`config.mk`:
```
export PLATFORM = sky130hd
export DESIGN_NAME = lpm_status_reg
export DESIGN_NICKNAME = d
export VERILOG_FILES = /design/src/rtl/lpm_pkg.sv /design/src/rtl/lpm_ctrl.sv /design/src/rtl/lpm_regs.sv /design/src/rtl/lpm_status_reg.sv
export SDC_FILE = /design/constraint.sdc
export NUM_CORES = 1
export LEC_CHECK = 0
export BUFFER_PORTS_ARGS = -buffer_cell sky130_fd_sc_hd__buf_2
export CORE_AREA = 2 2 39 41
export CTS_BUF_LIST = sky130_fd_sc_hd__clkbuf_4 sky130_fd_sc_hd__clkbuf_8 sky130_fd_sc_hd__clkbuf_16
export CTS_CLUSTER_DIAMETER = 150
export DETAILED_ROUTE_END_ITERATION = 8
export DIE_AREA = 0 0 41 43
export PLACE_DENSITY = 0.52
export REMOVE_ABC_BUFFERS = 1
export SYNTH_ARGS = -nofsm -noshare
export SYNTH_HDL_FRONTEND = slang
export SYNTH_SLANG_ARGS = --single-unit
```
`constraint.sdc`:
```
create_clock -name clk -period 1.5 [get_ports clk]
set_input_delay 0 -clock clk [delete_from_list [all_inputs] [get_ports clk]]
set_output_delay 0 -clock clk [all_outputs]
set_load 0.01 [all_outputs]
```
`src/rtl/lpm_pkg.sv`:
```
package lpm_pkg;
  localparam int DATA_W = 8;
  localparam int STOP_POS = 0;
  localparam int WAIT_POS = 1;
  localparam int CTL_N = 4;
  localparam int CTL_POS [CTL_N] = '{2, 3, 4, 6};

  typedef struct packed {
    logic setStop;
    logic setWait;
    logic clrStop;
    logic clrWait;
    logic ldCtl;
    logic clrCtl;
  } lpm_strobe_t;
endpackage

```
`src/rtl/lpm_ctrl.sv`:
```
module lpm_ctrl
  import lpm_pkg::*;
(
  input  logic              hwRst,
  input  logic              swRst,
  input  logic              wrEn,
  input  logic [DATA_W-1:0] wrData,
  input  logic              stopEnter,
  input  logic              waitEnter,
  output lpm_strobe_t       stb
);
  logic warmRst;

  always_comb begin
    warmRst     = hwRst | swRst;
    stb.clrCtl  = warmRst;
    stb.ldCtl   = wrEn & ~warmRst;
    stb.setStop = stopEnter & ~warmRst;
    stb.setWait = waitEnter & ~warmRst;
    // hardware set beats a software clear in the same cycle
    stb.clrStop = wrEn & ~wrData[STOP_POS] & ~stb.setStop & ~warmRst;
    stb.clrWait = wrEn & ~wrData[WAIT_POS] & ~stb.setWait & ~warmRst;
  end
endmodule

```
`src/rtl/lpm_regs.sv`:
```
module lpm_regs
  import lpm_pkg::*;
(
  input  logic              clk,
  input  logic              porRst,
  input  lpm_strobe_t       stb,
  input  logic [DATA_W-1:0] wrData,
  output logic              stopFlag,
  output logic              waitFlag,
  output logic [CTL_N-1:0]  ctlBits,
  output logic [DATA_W-1:0] rdData
);
  always_ff @(posedge clk) begin
    if (porRst) begin
      stopFlag <= 1'b0;
      waitFlag <= 1'b0;
    end else begin
      if (stb.setStop)      stopFlag <= 1'b1;
      else if (stb.clrStop) stopFlag <= 1'b0;
      if (stb.setWait)      waitFlag <= 1'b1;
      else if (stb.clrWait) waitFlag <= 1'b0;
    end
  end

  for (genvar i = 0; i < CTL_N; i++) begin : g_ctl
    always_ff @(posedge clk) begin
      if (porRst || stb.clrCtl) ctlBits[i] <= 1'b0;
      else if (stb.ldCtl)       ctlBits[i] <= wrData[CTL_POS[i]];
    end
  end

  always_comb begin
    rdData = '0;
    rdData[STOP_POS] = stopFlag;
    rdData[WAIT_POS] = waitFlag;
    for (int i = 0; i < CTL_N; i++) rdData[CTL_POS[i]] = ctlBits[i];
  end


  stop_set_chk: assert property (@(posedge clk) disable iff (porRst)
    stb.setStop |=> stopFlag);

  wait_set_chk: assert property (@(posedge clk) disable iff (porRst)
    stb.setWait |=> waitFlag);

  stop_nosetsw_chk: assert property (@(posedge clk) disable iff (porRst)
    (!stopFlag && !stb.setStop) |=> !stopFlag);

  wait_nosetsw_chk: assert property (@(posedge clk) disable iff (porRst)
    (!waitFlag && !stb.setWait) |=> !waitFlag);

  warm_hold_chk: assert property (@(posedge clk) disable iff (porRst)
    stb.clrCtl |=> ($stable(stopFlag) && $stable(waitFlag) && ctlBits == '0));
endmodule

```
`src/rtl/lpm_status_reg.sv`:
```
module lpm_status_reg
  import lpm_pkg::*;
(
  input  logic              clk,
  input  logic              porRst,
  input  logic              hwRst,
  input  logic              swRst,
  input  logic              wrEn,
  input  logic [DATA_W-1:0] wrData,
  output logic [DATA_W-1:0] rdData,
  input  logic              stopEnter,
  input  logic              waitEnter,
  output logic              standbySel,
  output logic              waitClkOff,
  output logic              addrExtOnly,
  output logic              cntSrcSel
);
  lpm_strobe_t        stb;
  logic               stopFlag;
  logic               waitFlag;
  logic [CTL_N-1:0]   ctlBits;

  lpm_ctrl u_ctrl (
    .hwRst(hwRst), .swRst(swRst), .wrEn(wrEn), .wrData(wrData),
    .stopEnter(stopEnter), .waitEnter(waitEnter), .stb(stb)
  );

  lpm_regs u_regs (
    .clk(clk), .porRst(porRst), .stb(stb), .wrData(wrData),
    .stopFlag(stopFlag), .waitFlag(waitFlag), .ctlBits(ctlBits),
    .rdData(rdData)
  );

  assign standbySel  = ctlBits[0];
  assign waitClkOff  = ctlBits[1];
  assign addrExtOnly = ctlBits[2];
  assign cntSrcSel   = ctlBits[3];


  por_clear_chk: assert property (@(posedge clk) porRst |=> rdData == '0);

  set_wins_chk: assert property (@(posedge clk) disable iff (porRst)
    (stopEnter && wrEn && !wrData[STOP_POS] && !hwRst && !swRst) |=> rdData[STOP_POS]);

  write_late_chk: assert property (@(posedge clk) disable iff (porRst)
    (!wrEn && !stopEnter && !waitEnter && !hwRst && !swRst) |=> $stable(rdData));
endmodule

```
# Word-level counts from Yosys, hierarchy flattened
# Cells that the tools add are included.
totals:
  output_inout_bits: 12
  wordCells: 28
  in_bits: 15
  reg_bits: 6
classes:
  bitwise_logic: 15
  n_reduce_logical: 3
  mux: 4
ops:
  columns: ["cell", "n"]
  rows:
  - ["$and A1 B1 Y1", 9]
  - ["$not A1 Y1", 5]
  - ["$mux W1", 4]
  - ["$reduce_bool A2 Y1", 2]
  - ["$logic_or A1 B1 Y1", 1]
  - ["$or A1 B1 Y1", 1]

# Longest topological paths before layout
depth:
  ltp_word: 8
  ltp_mapped: 3
  mapped_depth_nobuf: 2

# Modules after synthesis
# Synthesis repeated with hierarchy kept, for this count alone.
unflattened:
  cells_unflattened: 39
  hier_area_um2: 329.1
by_module_without_submodules:
  columns: ["module", "n_inst", "area_per_inst_um2", "cells_per_inst", "seq_area_each_um2"]
  rows:
  - ["lpm_regs", 1, 279.0, 30, 120.1]
  - ["lpm_ctrl", 1, 50.0, 9, 0.0]

# Worst setup path after synthesis
# No wires, ideal clock.
synth_timing:
  path_type: "input to register"
  from: "input port porRst"
  to: "register u_regs.stopFlag"
  setup_time_ns: 0.074
  path_buffers: 0
  slack_ns: 0.867
  stages: 2
  t_required_ns: 1.426
  arrival_time_ns: 0.559
  cell_sequence: "or4b_1 -> o21ai_0"
synth_lines:
  columns: ["item", "line_no", "source"]
  rows:
  - ["start, declared", "lpm_status_reg.sv:5", "input logic porRst,"]
  - ["end signal, assigned", "lpm_regs.sv:15", "stopFlag <= 1'b0;"]
  - ["end signal, assigned", "lpm_regs.sv:18", "if (stb.setStop) stopFlag <= 1'b1;"]
  - ["end signal, assigned", "lpm_regs.sv:19", "else if (stb.clrStop) stopFlag <= 1'b0;"]
  - ["end, declared", "lpm_regs.sv:8", "output logic stopFlag,"]

# Worst setup path after layout
layout_timing:
  from: "register u_regs.ctlBits[1]"
  to: "output port waitClkOff"
layout_lines:
  columns: ["item", "line_no", "source"]
  rows:
  - ["start, declared", "lpm_regs.sv:10", "output logic [CTL_N-1:0] ctlBits,"]
  - ["start signal, assigned by index", "lpm_regs.sv:28", "else if (stb.ldCtl) ctlBits[i] <= wrData[CTL_POS[i]];"]
  - ["end, declared", "lpm_status_reg.sv:14", "output logic waitClkOff,"]
# No word-level cell between the ends.

==> qor.yml <==
crit_slowest_cell: "dfxtp_1"
slew_violations: 0
synthCells: 33
fin_crit_sh: 0.4795
hold_viol_final: 0
cts_buffers: 3
antenna_found_initial: 0
finClkSkew_ps: 0
dp_hpwl_um: 507.5
num_rows: 14
grt_max_degree: 7
synth_edf_count: 0
area_growth_pct: 39.11
crit_chain: "buf_2"
clk_pin_slew_ps: 50
synthArstFlopShare: 0
drt_wl_total_um: 673
synthFlopType: "dfxtp_1"
crit_family: "flip-flops"
grt_pass1_vias: 235
drt-vias-per-instance: 3.971
synth_most_common_cell: "buf_4"
pwr_density_cell_nw_per_um2: 862.7
cts_max_path_buffers: 2
ys_ff_latch: 6
die_h_um: 43
grt_use_total: 0.07754
syn_area_per_cell_um2: 9.403
gr-total-overflow: 0
cp_max_fo: 3
cts_tree: "yes"
antennaDiodeCount: 0
drtPass1Iterations: 1
ys_warn_count: 0
crit_required_ps: 1500
p_leak_nw: 0.2242
end_kind: "output pin"
utilization: 0.3119
dieArea_um2: 1763
grt_pass1_wl_um: 841
post_cts_resized: 0
synth_area_leaders: "dfxtp_1 (39%), buf_4 (19%), mux2i_1 (13%)"
die_x_um: 41
crit_type: "flip-flop to output pin"
max_freq_ghz: 1.390
ys_seq_area_frac: 0.3871
clock_sinks: 6
gp_congestion: 0.6019
ir_drop_v: 0.0003775
synth_top_area_share: 0.3871
synthTopCellsByCount: "buf_4 (8), dfxtp_1 (6), mux2i_1 (4), nor2_1 (4)"
cpPeakStageDelay_ps: 340
layout-drive-gt1-share: 0.4717
worstPathArrival_ps: 720
start_kind: "flip-flop"
period_needed_ps: 719.2
status: "finished, final reports clean"
wl_per_cell_um: 9.754
ios: 27
initial_utilization: 0.2242
fillers: 150
netlist_area_um2: 310.3
clk_latency_ps: 240
max_cap_violations: 0
finalSetupViolCount: 0
holdWs_ps: 11.63
coreArea_um2: 1384
cts_max_level: 1
timing.hold.worst.class: "primary input to flip-flop"
nets: 70
drtIter0Drc: 0
ctsRootBufferMaster: "clkbuf_4"
io_buffers: 22
route.vias.total: 274
critical_path_buf_inv_count: 1
tns_ps: 0
antenna_left: 0
ys_types: 11
drc: 0
yosys.area.top_type: "dfxtp_1"
rsz0062_at_grt: "no"
-- path summary, 6_finish.rpt --
check,start,end,slack (ps),cells past startpoint
hold reg to reg,u_regs.stopFlag,u_regs.stopFlag,470,2
setup / recovery,u_regs.ctlBits[1],waitClkOff,780,1
hold / removal,wrData[6],u_regs.ctlBits[3],10,3
setup reg to reg,u_regs.ctlBits[3],u_regs.ctlBits[3],900,2
-- sequential cells by signal, summed over array words and instances (netlist names) --
register and cells:
u_regs.waitFlag 1, u_regs.ctlBits 4, u_regs.stopFlag 1
-- cells in the final DEF (no fill, tap or decap) --
cell           count
dfxtp_1            6
buf_2             22
or3_1              1
conb_1             2
nand2b_1           2
nor4b_1            2
nor2_1             4
mux2i_1            4
clkbuf_4           3
or4b_1             2
o21ai_0            2
dlygate4sd3_1      3
-- power breakdown --
part | switching (mW) | internal (mW) | total, mW
combinational | 0.0234 | 0.0299 | 0.0533
sequential | 0.00248 | 0.165 | 0.167
clock | 0.0610 | 0.0907 | 0.152
total | 0.0869 | 0.286 | 0.372
-- final cells by class --
| type | instances | area (um^2) | share of cell area |
|---|---|---|---|
| clock buffer | 3 | 22.52 | 0.05217 |
| sequential | 6 | 120.1 | 0.2783 |
| timing repair buffer | 25 | 140.1 | 0.3246 |
| multi-input combinational | 19 | 128.9 | 0.2986 |
| tap | 16 | 20.02 | 0.04638 |
-- routing by layer --
layer  share of wire  track usage  vias up  routed length [um]
li1                -            -      142                   -
met1            0.41      0.07468      115                 277
met2            0.46       0.1125       17                 310
met3            0.12      0.09424        0                  84
met4               0            0        0                   0
met5               0            0        -                   0
-- logic make-up (layout without fill, tap and decap cells) --
kind of cell	after synthesis	after routing	share of synthesized area
other	1	2	0.01209
flip-flops	6	6	0.3871
AND/OR/NAND/NOR	11	11	0.2298
multiplexers	4	4	0.1290
AO/OA/AOI/OAI	2	2	0.03226
buffers and inverters	9	28	0.2097
-- metrics by stage --
stage          area, um^2  power (mW)  cells  setup slack, ps
2_1_floorplan       249.0      0.1895     25            854.3
3_3_place_gp        379.1      0.2179     63            738.2
3_5_place_dp        379.1      0.2187     63            718.9
4_1_cts             431.7      0.3807     69            764.9
5_1_grt             431.7      0.3943     69            747.9
6_report            431.7      0.3724     69            780.8
-- repair_timing --
action,CTS,global route
buffers inserted,0,0
hold buffers,3,0
hold endpoints to repair,3,0
Note: power is estimated with default switching activity, not from simulation.
